**config.mk**
```make
export PLATFORM = sky130hd
export DESIGN_NAME = qfold_addr_gen
export DESIGN_NICKNAME = d
export VERILOG_FILES = /design/src/rtl/qfold_pkg.sv /design/src/rtl/qfold_step_decode.sv /design/src/rtl/qfold_quad_seq.sv /design/src/rtl/qfold_addr_sweep.sv /design/src/rtl/qfold_addr_gen.sv
export SDC_FILE = /design/constraint.sdc
export NUM_CORES = 1
export LEC_CHECK = 0
export BUFFER_PORTS_ARGS = -buffer_cell sky130_fd_sc_hd__buf_2
export CORE_ASPECT_RATIO = 0.5
export CORE_MARGIN = 2
export CORE_UTILIZATION = 50
export CTS_CLUSTER_SIZE = 30
export DETAILED_ROUTE_END_ITERATION = 16
export GPL_TIMING_DRIVEN = 0
export HOLD_SLACK_MARGIN = 0.06
export PLACE_DENSITY_LB_ADDON = 0.15
export RECOVER_POWER = 25
export SYNTH_ARGS = -nofsm -noshare
export SYNTH_HDL_FRONTEND = slang
export SYNTH_SLANG_ARGS = --single-unit
```
**constraint.sdc**
```tcl
create_clock -name clk -period 4.3 [get_ports clk]
set_input_delay 0.645 -clock clk [delete_from_list [all_inputs] [get_ports clk]]
set_output_delay 0.645 -clock clk [all_outputs]
set_load 0.02 [all_outputs]
```
**src/rtl/qfold_pkg.sv**
```systemverilog
// Shared types for the quarter-wave address sequencer.
package qfold_pkg;
    // Quarter of the sine period; bit 0 set means the table is read downward.
    typedef enum logic [1:0] {
        Q_RISE = 2'd0,
        Q_FALL = 2'd1,
        Q_NEG  = 2'd2,
        Q_RET  = 2'd3
    } quad_t;
endpackage

```
**src/rtl/qfold_step_decode.sv**
```systemverilog
// Step decoder: turns the stride code into a power-of-two stride and the
// index of the last point in a quadrant (2^ADDR_W/stride - 1).
// Assumes STEP_W < ADDR_W, so every quadrant holds at least two points.
// Code 0 stands for 2^STEP_W; other codes keep only their highest set bit.
module qfold_step_decode #(
    parameter int ADDR_W = 15,
    parameter int STEP_W = 14
) (
    input  logic [STEP_W-1:0] step_code,
    output logic [ADDR_W-1:0] stride,
    output logic [ADDR_W-1:0] last_pt
);
    localparam int SH_W = $clog2(STEP_W + 1);

    logic [SH_W-1:0]   shamt;
    logic [ADDR_W:0]   pts;

    // Priority encode: the highest set bit wins; an all-zero code maps to STEP_W.
    always_comb begin
        shamt = SH_W'(STEP_W);
        for (int i = 0; i < STEP_W; i++) begin
            if (step_code[i]) shamt = SH_W'(i);
        end
    end

    // Stride and points-per-quadrant both follow from the shift amount.
    always_comb begin
        stride  = ADDR_W'(1) << shamt;
        pts     = (ADDR_W+1)'(1) << (ADDR_W - int'(shamt));
        last_pt = ADDR_W'(pts - (ADDR_W+1)'(1));
    end
endmodule

```
**src/rtl/qfold_quad_seq.sv**
```systemverilog
// Quadrant sequencer: counts points in the current quadrant, closes the
// quadrant after the decoded point count, advances the quadrant index and
// latches the next stride only on that closing point.
// Assumes stride/last_pt come from qfold_step_decode for the live step code.
module qfold_quad_seq
    import qfold_pkg::*;
#(
    parameter int ADDR_W = 15
) (
    input  logic              clk,
    input  logic              rst_n,
    input  logic              en,
    input  logic [ADDR_W-1:0] dec_stride,
    input  logic [ADDR_W-1:0] dec_last,
    output quad_t             quad,
    output logic [ADDR_W-1:0] stride_act,
    output logic              close_pt
);
    logic [ADDR_W-1:0] cnt_q;
    logic [ADDR_W-1:0] last_q;
    quad_t             quad_q;
    logic [ADDR_W-1:0] stride_q;

    // The current point is the last of its quadrant.
    always_comb close_pt = en && (cnt_q == last_q);

    // Point counter, quadrant index and stride register.
    always_ff @(posedge clk) begin
        if (!rst_n) begin
            cnt_q    <= '0;
            quad_q   <= Q_RISE;
            stride_q <= dec_stride;
            last_q   <= dec_last;
        end else if (close_pt) begin
            cnt_q    <= '0;
            quad_q   <= quad_t'(quad_q + 2'd1);
            stride_q <= dec_stride;
            last_q   <= dec_last;
        end else if (en) begin
            cnt_q    <= cnt_q + ADDR_W'(1);
        end
    end

    assign quad       = quad_q;
    assign stride_act = stride_q;
endmodule

```
**src/rtl/qfold_addr_sweep.sv**
```systemverilog
// Address sweep: moves the table address up in even quadrants and down in
// odd ones, and restarts it at the proper end when a quadrant closes.
// Assumes close_pt and quad come from qfold_quad_seq in the same cycle.
module qfold_addr_sweep
    import qfold_pkg::*;
#(
    parameter int ADDR_W = 15
) (
    input  logic              clk,
    input  logic              rst_n,
    input  logic              en,
    input  logic              close_pt,
    input  quad_t             quad,
    input  logic [ADDR_W-1:0] stride_act,
    output logic [ADDR_W-1:0] addr
);
    localparam logic [ADDR_W-1:0] TOP = '1;

    logic [ADDR_W-1:0] addr_q;

    // Address register: restart on quadrant close, otherwise step in sweep direction.
    always_ff @(posedge clk) begin
        if (!rst_n) begin
            addr_q <= '0;
        end else if (close_pt) begin
            addr_q <= quad[0] ? '0 : TOP;
        end else if (en) begin
            addr_q <= quad[0] ? (addr_q - stride_act) : (addr_q + stride_act);
        end
    end

    assign addr = addr_q;
endmodule

```
**src/rtl/qfold_addr_gen.sv**
```systemverilog
// Top level: quarter-wave sine table address sequencer. Decodes the stride
// code, sequences quadrants and drives the folded table address.
// Assumes a power-of-two stride code with STEP_W < ADDR_W.
module qfold_addr_gen
    import qfold_pkg::*;
#(
    parameter int ADDR_W = 15,
    parameter int STEP_W = 14
) (
    input  logic              clk,
    input  logic              rst_n,
    input  logic              en,
    input  logic [STEP_W-1:0] step,
    output logic [ADDR_W-1:0] tbl_addr,
    output logic [1:0]        quadrant
);
    logic [ADDR_W-1:0] dec_stride;
    logic [ADDR_W-1:0] dec_last;
    logic [ADDR_W-1:0] stride_act;
    logic              close_pt;
    quad_t             quad;

    qfold_step_decode #(.ADDR_W(ADDR_W), .STEP_W(STEP_W)) u_dec (
        .step_code (step),
        .stride    (dec_stride),
        .last_pt   (dec_last)
    );

    qfold_quad_seq #(.ADDR_W(ADDR_W)) u_seq (
        .clk        (clk),
        .rst_n      (rst_n),
        .en         (en),
        .dec_stride (dec_stride),
        .dec_last   (dec_last),
        .quad       (quad),
        .stride_act (stride_act),
        .close_pt   (close_pt)
    );

    qfold_addr_sweep #(.ADDR_W(ADDR_W)) u_sweep (
        .clk        (clk),
        .rst_n      (rst_n),
        .en         (en),
        .close_pt   (close_pt),
        .quad       (quad),
        .stride_act (stride_act),
        .addr       (tbl_addr)
    );

    assign quadrant = quad;
endmodule

```
# Word-level counts from Yosys, hierarchy flattened

Cells that the tools add are included.

Word-level logic and storage cells: 41
Output and inout port bits: 17
Bits of input ports: 17
Flip-flop bits (word level): 62

Mux-type cells: 22
Shifts and indexed selects: 2
Equality and inequality tests: 2
Bitwise operators: 1
$add $sub $neg: 6
Reduce and logical (&&, ||, !) cells: 3

Operator list:

| cell                  | number |
|---|---|
| $mux 15               | 8 |
| $mux 4                | 14 |
| $shl 1x32->15 const A | 1 |
| $add 15x1->15 const B | 1 |
| $add 15x15->15        | 1 |
| $eq 15x15->1          | 1 |
| $shl 1x4->15 const A  | 1 |
| $sub 15x1->15 const B | 1 |
| $sub 15x15->15        | 1 |
| $sub 4x4->5 const A   | 1 |
| $add 2x1->2 const B   | 1 |
| $ne 2x1->1 const B    | 1 |
| $reduce_bool 2->1     | 1 |
| $reduce_or 2->1       | 1 |
| $logic_and 1x1->1     | 1 |
| $not 1->1             | 1 |

# Logic depth before layout (Yosys ltp)

Gate-level depths: netlist (run 1).

Depth in word-level cells: 19
Gate-level depth with buffers: 14
Depth with buffers taken out: 13

# By module

From an unflattened synthesis (run 1), not the netlist that was laid out.

Cells, all modules: 431
Area total of the unflattened synthesis: 3995.1 um^2

Modules (own cells, without submodules):

| module            | area an instance (um^2) | times used | cells each |
|---|---|---|---|
| qfold_quad_seq    | 1891.8                  | 1          | 137 |
| qfold_addr_sweep  | 1651.6                  | 1          | 223 |
| qfold_step_decode | 451.7                   | 1          | 71 |

# Worst setup path after synthesis (run 1)

Ideal clock, no wire load.

Kind: register to register
From: reg u_seq.stride_q[3], in the netlist u_seq.stride_act[3]
To: reg u_sweep.addr_q[13], in the netlist u_sweep.addr[13]
Path slack: 1.221 ns
Required time: 4.182 ns
Path buffers: 1
Setup time: 0.118 ns
Clock period less this slack: 3.079 ns
Arrival: 2.960 ns
Cell stages (with the launch flop): 13
Cell sequence: edfxtp_1 -> or4_4 -> nor4_4 -> a21oi_1 -> xnor2_1 -> ha_1 -> clkbuf_1 -> a21o_1 -> a31o_2 -> a221o_1 -> a41oi_1 -> xor2_1 -> o2bb2ai_1

Longest elaborated chain between the ends: 4
Elaborated cells on any way between the ends: 5

RTL lines:

| element                                          | line                   | source |
|---|---|---|
| from (decl)                                      | qfold_quad_seq.sv:22   | `logic [ADDR_W-1:0] stride_q;` |
| from (signal assigned)                           | qfold_quad_seq.sv:32   | `stride_q <= dec_stride;` |
| from (signal assigned)                           | qfold_quad_seq.sv:37   | `stride_q <= dec_stride;` |
| $add 15x15->15 or $sub 15x15->15 (tied branches) | qfold_addr_sweep.sv:28 | `addr_q <= quad[0] ? (addr_q - stride_act) : (addr_q + stride_act);` |
| $mux 15 *                                        | qfold_addr_sweep.sv:28 |  |
| $mux 15 *                                        | qfold_addr_sweep.sv:27 | `end else if (en) begin` |
| $mux 15 *                                        | qfold_addr_sweep.sv:25 | `end else if (close_pt) begin` |
| to (signal assigned)                             | qfold_addr_sweep.sv:26 | `addr_q <= quad[0] ? '0 : TOP;` |
| to (signal assigned)                             | qfold_addr_sweep.sv:28 |  |
| to (decl)                                        | qfold_addr_sweep.sv:19 | `logic [ADDR_W-1:0] addr_q;` |

Every way passes the cells marked *; elsewhere a longest branch is shown, timed or not. The select of a mux whose other input is x is not followed.
A chain may end at the register's enable or synchronous reset.

# Final worst setup path (run 1)

Ends and elaborated chain as after synthesis.

==> metrics.yaml, run 1 <==
synth:
  synth_cell_types: 55
  synth_async_sr_flop_share_pct: 0
  synth_mux_area_share_pct: 1.10
  synth_cells: 399
  ys_ff_latch: 62
  synth_fa_ha_area_share_pct: 6.21
  synth_compound_area_share_pct: 14.5
  seq_area_frac_synth_pct: 41.1
  yosys_warnings: 0
  synthesis.area_um2: 3750
  postSynthAreaPerCell_um2: 9.39
  synth_top_family_by_area: "simple AND/OR/NAND/NOR gates"
  synth-xor-area-share_pct: 13.3
  yosys.area_share.simple_pct: 20.2
  dominantRegCellSynth: "dfxtp_1"
  synth_edf_count: 30
worst_setup_path:
  ff2ff_path_depth: 12
  cpMaxStageDelayCell: "or4_4"
  cp_max_fo: 7
  worstPathArrival_ns: 3.60
  start_kind: "register"
  critPathMaxStageDelay_ns: 0.57
  worstPathRequired_ns: 4.52
  end_kind: "register"
  critical_path.cell_chain: "or4_4 -> nor4_4 -> a21oi_1 -> xnor2_1 -> ha_1 -> clkbuf_1 -> a21o_1 -> a31o_2 -> a221o_1 -> a41oi_1 -> xor2_1 -> o2bb2ai_1"
  critical_path_class: "reg -> reg"
timing:
  period_share_pct: 78.6
  setup_tns_ns: 0
  fin_ws_ns: 0.919
  hold_viol_final: 0
  setup_viol: 0
  fin_skew_ns: 0.00531
  hold_slack_ns: 0.577
  final_max_slew_viol_count: 0
  slew_headroom_pct: 28.3
  period_needed_ns: 3.38
  rsz0062_at_grt: "false"
  worst_pin_slew_ns: 1.07
  max_freq_mhz: 296
layout:
  final_common_cell: "nor2_1"
  layout_common_cells: "nor2_1 (54), xnor2_1 (39), dfxtp_1 (32), edfxtp_1 (30), clkbuf_1 (28)"
  final_area_um2: 4290
  fill_cells: 633
  multiInputGateArea_um2: 2070
  nets: 478
  drive_above_1_share_pct: 9.38
  regArea_um2: 1540
  n_antenna_cell: 0
  areaGrowthSynthToFinish_pct: 14.6
power_and_ir_drop:
  irDropWorstVdd_uv: 263
  power_leakage_nw: 1.65
  power_mw: 1.79
  p_per_area_nw_per_um2: 418
detailed_routing:
  first_pass_iters: 5
  drt.antenna.violating_nets: 0
  drc: 0
  avgViaCountPerCell: 5.58
  vias: 3036
  wl_per_cell_um: 15.5
  routed_wl_mm: 8.41
  drtIter0Drc: 250
cts:
  clk_latency_ns: 0.33
  cts-root-buf: "clkbuf_16"
  htree_num_levels: 3
  cts_tree: "done"
  cts_hold_buf: 0
  numClockSinks: 62
  post-cts-setup-buffer-count: 0
  cts_buffers: 9
  clkTransAtPathRegs_ns: 0.05
  cts_resized: 0
  clock_path_buffers: 2
global_routing:
  grt_usage_pct: 22.1
  grt_pass1_vias: 2992
  grt_first_pass_wirelength_mm: 14.3
  grt_max_degree: 40
  gr-total-overflow: 0
  grt_antenna_before_repair: 0
job:
  cap_violations: 0
floorplanning:
  row_count: 22
  die_y_um: 65.2
  start_util_pct: 51.4
  core_area_um2: 7290
  io_pins: 34
  die_area_um2: 8250
  dieWidth_um: 126
outcome:
  status: "finished, final reports clean"
min_path:
  hold_depth: 2
  hold_class: "reg -> reg"
placed_design:
  post-place-ws_ns: 0.940
  place_hpwl_mm: 6.21
  place_congestion: 0.935
  post_dp_cell_area_um2: 4030
  io_buffers: 32
-- Yosys cell counts (4+ instances only) --
cell	number	area share, %
a21o_1	4	0.80
a21oi_1	16	2.1
a22o_1	4	0.93
a31oi_1	6	1.0
and2_1	4	0.67
and3_1	5	0.83
clkbuf_1	8	0.80
dfxtp_1	32	17
edfxtp_1	30	24
ha_1	17	5.7
inv_1	23	2.3
nand2_1	19	1.9
nand2b_1	5	0.83
nand3_1	7	0.93
nand4_1	9	1.5
nor2_1	54	5.4
nor2b_1	8	1.3
nor3_1	12	1.6
o21a_1	9	1.8
o21ai_0	13	1.7
o31a_1	5	1.2
xnor2_1	39	9.1
xor2_1	16	3.7
-- layout make-up --
type / count / area share [%]
multi-input cells: 303 / 48.1
flip-flops and latches: 62 / 35.9
clock buffers: 12 / 6.24
repair buffers: 32 / 3.18
well taps: 96 / 2.80
inverters: 23 / 2.01
plain buffers: 12 / 1.11
clock inverters: 4 / 0.670
-- kinds of logic after synthesis --
family | count (synthesis)
AND/OR/NAND/NOR | 144
buffers and inverters | 35
adder cells (fa/ha/maj) | 18
XOR/XNOR | 56
AO/OA/AOI/OAI | 79
other | 1
multiplexers | 4
flip-flops | 62
-- flip-flops by register name (all words and copies together), names as in the netlist --
register	flops
u_seq.last_q	15
u_seq.stride_act	15
u_seq.cnt_q	15
u_seq.quad	2
u_sweep.addr	15
-- where the power goes --
part | internal (mW) | switching (mW)
logic | 0.165 | 0.224
registers | 0.665 | 0.0380
clock network | 0.440 | 0.262
total | 1.27 | 0.524
-- critical path, delay by kind of cell, from the launching register on --
kind                       cells  cell delay (ns)
AOI/OAI and AO/OA              6             1.12
xor gates and xnor gates       2             0.38
and+or+nand+nor                2             0.87
buffers and inverters          1             0.19
adders and majority gates      1             0.26
DFF                            1             0.44
-- stage by stage --
stage / util (%) / instances
detailed placement: 55.3 / 528
CTS: 59.3 / 544
finish: 58.9 / 544
global placement: 55.3 / 528
floorplan: - / 400
global route: 58.9 / 544
-- final timing paths --
kind                                          start                to  slack (ns)
worst max-delay path            u_seq.stride_act[3]  u_sweep.addr[13]        0.92
worst min-delay path                u_seq.cnt_q[14]   u_seq.cnt_q[14]        0.58
worst max register to register  u_seq.stride_act[3]  u_sweep.addr[13]        0.92
worst min register to register      u_seq.cnt_q[14]   u_seq.cnt_q[14]        0.58
-- per-layer routing --
| layer | part of all wire (%) | vias to the layer above | GRT usage (%) |
|---|---|---|---|
| li1 | - | 1501 | - |
| met1 | 46 | 1436 | 27.6 |
| met2 | 47 | 86 | 38.6 |
| met3 | 4.8 | 13 | 6.11 |
| met4 | 1.2 | 0 | 5.36 |
| met5 | 0 | - | 0 |
(Power assumes the default switching activity.)
==> inputs of run 2 (changes only) <==
==> constraint.sdc (replaced) <==
create_clock -name clk -period 3.5 [get_ports clk]
set_input_delay 0.525 -clock clk [delete_from_list [all_inputs] [get_ports clk]]
set_output_delay 0.525 -clock clk [all_outputs]
set_load 0.02 [all_outputs]
==> metrics.yaml, run 2 (synthesized netlist as in run 1, its figures left out) <==
power_and_ir_drop:
  power_leakage_nw: 1.67  # +1.1%
  p_per_area_nw_per_um2: 510  # +22%
  irDropWorstVdd_uv: 325  # +23%
  power_mw: 2.21  # +23%
  p_clk_share_pct: 39.1  # about the same
  seq_power_share_pct: 39.1  # about the same
  p_int_mw: 1.56  # +23%
  swShare_pct: 29.2  # about the same
  switchingPower_mw: 0.645  # +23%
  comb_power_share_pct: 21.8  # about the same
floorplanning:
  dieWidth_um: 126  # unchanged
  row_count: 22  # unchanged
  die_y_um: 65.2  # unchanged
  io_pins: 34  # unchanged
  die_area_um2: 8250  # unchanged
  start_util_pct: 51.4  # unchanged
  core_area_um2: 7290  # unchanged
job:
  cap_violations: 0  # unchanged
worst_setup_path:
  end_kind: "register"
  critical_path_class: "reg -> reg"
  r2r_end: "u_sweep.addr[13]"
  worstPathArrival_ns: 3.55  # -0.05 ns
  worstPathRequired_ns: 3.72  # -0.80 ns
  reg2reg_from: "u_seq.stride_act[3]"
  cp_max_fo: 7  # unchanged
  ff2ff_path_depth: 12  # unchanged
  start_kind: "register"
  rrSetupSlack_ns: 0.17  # -0.75 ns
detailed_routing:
  vias: 3024  # -0.40%
  routed_wl_mm: 8.42  # about the same
  wl_per_cell_um: 15.4  # -0.30%
  drc: 0  # unchanged
  drt.antenna.violating_nets: 0  # unchanged
  first_pass_iters: 5  # unchanged
  drtIter0Drc: 251  # +0.40%
  avgViaCountPerCell: 5.54  # -0.76%
timing:
  fin_skew_ns: 0.00656  # +0.00125 ns
  period_needed_ns: 3.33  # -0.0469 ns
  fin_ws_ns: 0.166  # -0.753 ns
  rsz0062_at_grt: "false"
  worst_pin_slew_ns: 1.06  # -0.00392 ns
  setup_tns_ns: 0  # unchanged
  hold_viol_final: 0  # unchanged
  hold_slack_ns: 0.578  # +0.000415 ns
  period_share_pct: 95.3  # +17 points
  setup_viol: 0  # unchanged
  slew_headroom_pct: 28.6  # +0.26 points
  final_max_slew_viol_count: 0  # unchanged
  max_freq_mhz: 300  # +1.4%
layout:
  fin_util_pct: 59.3  # +0.41 points
  layout_common_cells: "nor2_1 (54), xnor2_1 (39), dfxtp_1 (32), edfxtp_1 (30), clkbuf_1 (27)"
  final_area_um2: 4320  # +0.70%
  drive_above_1_share_pct: 10.2  # +0.85 points
  nets: 480  # +0.42%
  final_common_cell: "nor2_1"
  fin_cells: 546  # +0.37%
  areaGrowthSynthToFinish_pct: 15.4
  n_antenna_cell: 0  # unchanged
placed_design:
  place_congestion: 0.935  # unchanged
  post-place-ws_ns: 0.140  # -0.800 ns
  io_buffers: 32  # unchanged
  place_hpwl_mm: 6.21  # unchanged
  dp.cells: 528  # unchanged
  post_dp_cell_area_um2: 4030  # unchanged
global_routing:
  grt_max_degree: 40  # unchanged
  gr-total-overflow: 0  # unchanged
  grt_usage_pct: 22.1  # unchanged
  grt_pass1_vias: 2992  # unchanged
  grt_antenna_before_repair: 0  # unchanged
  grt_first_pass_wirelength_mm: 14.3  # unchanged
min_path:
  hold_end: "u_seq.cnt_q[14]"
  hold_start: "u_seq.cnt_q[14]"
  hold_depth: 2  # unchanged
  hold_class: "reg -> reg"
cts:
  clkTransAtPathRegs_ns: 0.05  # about the same
  cts_buffers: 9  # unchanged
  clk_latency_ns: 0.33  # about the same
  cts-root-buf: "clkbuf_16"
  clock_path_buffers: 2  # unchanged
  htree_num_levels: 3  # unchanged
  cts_hold_buf: 0  # unchanged
  numClockSinks: 62  # unchanged
  cts_tree: "done"
outcome:
  status: "finished, final reports clean"
run 2: final cells by class:
| cell class | instances | area, µm² |
|---|---|---|
| multi-input combinational | 303 | 2080 |
| buffer | 12 | 47.5 |
| timing repair buffer | 34 | 153 |
| inverter | 23 | 86.3 |
| sequential | 62 | 1540 |
| fill | 632 | 2970 |
| clock buffer | 12 | 268 |
| tap | 96 | 120 |
| clock inverter | 4 | 28.8 |
run 2: worst max path at each step:
stage / startpoint / to / slack (ns)
3_3_place_gp: u_seq.stride_act[3] / u_sweep.addr[13] / 0.20
6_report: u_seq.stride_act[3] / u_sweep.addr[13] / 0.17
3_5_place_dp: u_seq.stride_act[3] / u_sweep.addr[13] / 0.14
4_1_cts: u_seq.stride_act[3] / u_sweep.addr[13] / 0.13
2_1_floorplan: u_seq.stride_act[3] / u_sweep.addr[13] / 0.42
5_1_grt: u_seq.stride_act[3] / u_sweep.addr[13] / 0.003
run 2: worst max-delay path, cell delays in order (launching register included):
cell and delay, ns:
edfxtp_1 0.44, or4_4 0.58, nor4_4 0.22, a21oi_1 0.13, xnor2_1 0.23, ha_1 0.26
clkbuf_1 0.19, a21o_1 0.21, a31o_2 0.23, a221o_1 0.29, a41oi_1 0.19, xor2_1 0.17
o2bb2ai_1 0.08
run 2: power groups by stage:
stage | registers (mW) | clock network [mW] | logic, mW
after floorplan | 0.903 | 0 | 0.332
after global placement | 0.875 | 0 | 0.465
after detailed placement | 0.878 | 0 | 0.476
after CTS | 0.864 | 0.877 | 0.483
after global routing | 0.869 | 0.911 | 0.536
final | 0.863 | 0.863 | 0.481
run 2: per-layer routing:
metal	routed length, µm	part of all wire, %	vias to the layer above	global-route usage (%)
met5	0	0	-	0
met4	54	0.64	0	5.36
met3	424	5.0	8	6.11
met2	4070	48	62	38.6
met1	3870	46	1448	27.6
li1	-	-	1506	-
run 2: what timing repair did:
item,4_1_cts,5_1_grt
buffers inserted,0,2
setup endpoints to repair,0,4
gates resized for setup,0,3
==> inputs of run 3 (changes only) <==
--- a/config.mk
+++ b/config.mk
@@ -13,7 +13,7 @@
 export DETAILED_ROUTE_END_ITERATION = 16
 export GPL_TIMING_DRIVEN = 0
 export HOLD_SLACK_MARGIN = 0.06
-export PLACE_DENSITY_LB_ADDON = 0.15
+export PLACE_DENSITY = 0.65
 export RECOVER_POWER = 25
 export SYNTH_ARGS = -nofsm -noshare
 export SYNTH_HDL_FRONTEND = slang
==> metrics.yaml, run 3 (synthesized netlist as in run 1, its figures left out) <==
cts:
  cts-root-buf: "clkbuf_16"
  htree_num_levels: 3  # unchanged
  numClockSinks: 62  # unchanged
  cts_buffers: 9  # unchanged
  cts_tree: "done"
  clk_latency_ns: 0.33  # about the same
  clock_path_buffers: 2  # unchanged
  clkTransAtPathRegs_ns: 0.05  # about the same
placed_design:
  post_dp_cell_area_um2: 4030  # unchanged
  place_hpwl_mm: 6.20  # -0.29%
  io_buffers: 32  # unchanged
  dp.cells: 528  # unchanged
  place_congestion: 0.887  # -5.2%
  post-place-ws_ns: 0.127  # -0.0127 ns
worst_setup_path:
  crit_buf_inv: 0  # -1
  rrSetupSlack_ns: 0.20  # +0.03 ns
  critPathMaxStageDelay_ns: 0.59  # about the same
  worstPathRequired_ns: 3.71  # about the same
  cp_max_fo: 4  # -3
  critical_path.cell_chain: "or4_4 -> nor3_1 -> nor4b_4 -> a21oi_1 -> xnor2_1 -> ha_1 -> and2_1 -> a221o_1 -> a41oi_1 -> xor2_1 -> o2bb2ai_1"
  critPathTopFamily: "simple AND/OR/NAND/NOR gates"
  worstPathArrival_ns: 3.52  # -0.03 ns
  cpMaxStageDelayCell: "or4_4"
  start_kind: "register"
  end_kind: "register"
  critical_path_class: "reg -> reg"
job:
  cap_violations: 0  # unchanged
layout:
  fin_cells: 545  # -0.18%
  layout_common_cells: "nor2_1 (54), xnor2_1 (39), dfxtp_1 (32), edfxtp_1 (30), clkbuf_1 (29)"
  final_area_um2: 4370  # +0.98%
  areaGrowthSynthToFinish_pct: 16.5
  drive_above_1_share_pct: 10.0  # -0.20 points
  n_antenna_cell: 0  # unchanged
  final_common_cell: "nor2_1"
  nets: 479  # -0.21%
timing:
  worst_pin_slew_ns: 0.967  # -0.0950 ns
  slew_headroom_pct: 35.2  # +6.6 points
  period_share_pct: 94.4  # -0.88 points
  max_freq_mhz: 303  # +0.93%
  rsz0062_at_grt: "false"
  fin_skew_ns: 0.00709  # +0.000532 ns
  final_max_slew_viol_count: 0  # unchanged
  setup_viol: 0  # unchanged
  setup_tns_ns: 0  # unchanged
  fin_ws_ns: 0.197  # +0.0308 ns
  hold_viol_final: 0  # unchanged
  period_needed_ns: 3.30  # -0.0308 ns
detailed_routing:
  wl_per_cell_um: 15.5  # +0.62%
  avgViaCountPerCell: 5.62  # +1.4%
  routed_wl_mm: 8.45  # +0.44%
  drc: 0  # unchanged
  drt.antenna.violating_nets: 0  # unchanged
  vias: 3062  # +1.3%
  drtIter0Drc: 152  # -39%
  first_pass_iters: 5  # unchanged
global_routing:
  grt_usage_pct: 22.7  # +0.54 points
  grt_max_degree: 40  # unchanged
  grt_first_pass_wirelength_mm: 14.5  # +1.1%
  grt_antenna_before_repair: 0  # unchanged
  gr-total-overflow: 0  # unchanged
  grt_pass1_vias: 3037  # +1.5%
power_and_ir_drop:
  p_per_area_nw_per_um2: 535  # +4.9%
  irDropWorstVdd_uv: 254  # -22%
  power_mw: 2.34  # +6.0%
  power_leakage_nw: 1.69  # +1.2%
floorplanning:
  row_count: 22  # unchanged
  core_area_um2: 7290  # unchanged
  dieWidth_um: 126  # unchanged
  die_y_um: 65.2  # unchanged
  io_pins: 34  # unchanged
  die_area_um2: 8250  # unchanged
  start_util_pct: 51.4  # unchanged
min_path:
  hold_class: "reg -> reg"
outcome:
  status: "finished, final reports clean"
run 3: layout make-up:
cell class	count	area [µm²]
fillers	654	2930
multi-input cells	303	2090
flip-flops and latches	62	1540
clock buffers	13	272
repair buffers	34	150
well taps	96	120
inverters	23	86.3
clock inverters	3	65.1
plain buffers	11	45.0
run 3: tightest hold or removal path: stages, from the launching register on:
cell	delay, ns
dfxtp_1	0.36
xor2_1	0.08
nor2_1	0.07
run 3: metal layers:
metal	vias to the layer above	GRT usage (%)	share of wire, %
met5	-	0	0
met4	0	10.3	2.3
met3	25	7.17	5.9
met2	86	37.3	46
met1	1439	27.7	46
li1	1512	-	-
run 3: path summary, 6_finish.rpt:
kind / start / to / cells past startpoint
worst min register to register: u_seq.cnt_q[14] / u_seq.cnt_q[14] / 2
worst max register to register: u_seq.stride_act[5] / u_sweep.addr[13] / 11
worst min-delay path: u_seq.cnt_q[14] / u_seq.cnt_q[14] / 2
worst max-delay path: u_seq.stride_act[5] / u_sweep.addr[13] / 11
run 3: report_power, final:
group          switching (mW)  internal, mW  leakage (nW)
combinational           0.280         0.205         0.977
sequential             0.0488         0.818         0.548
clock                   0.302         0.684         0.165
total                   0.631          1.71          1.69
run 3: timing repair:
action	4_1_cts	5_1_grt
buffers inserted	0	2
gates resized for setup	0	4
hold buffers	0	0
setup endpoints to repair	0	4
run 3: per-stage QoR:
stage,util [%],hold slack (ns)
after CTS,59.9,0.550
after floorplan,-,0.500
after global placement,55.3,0.523
after detailed placement,55.3,0.534
after global routing,59.9,0.592
final,59.9,0.542
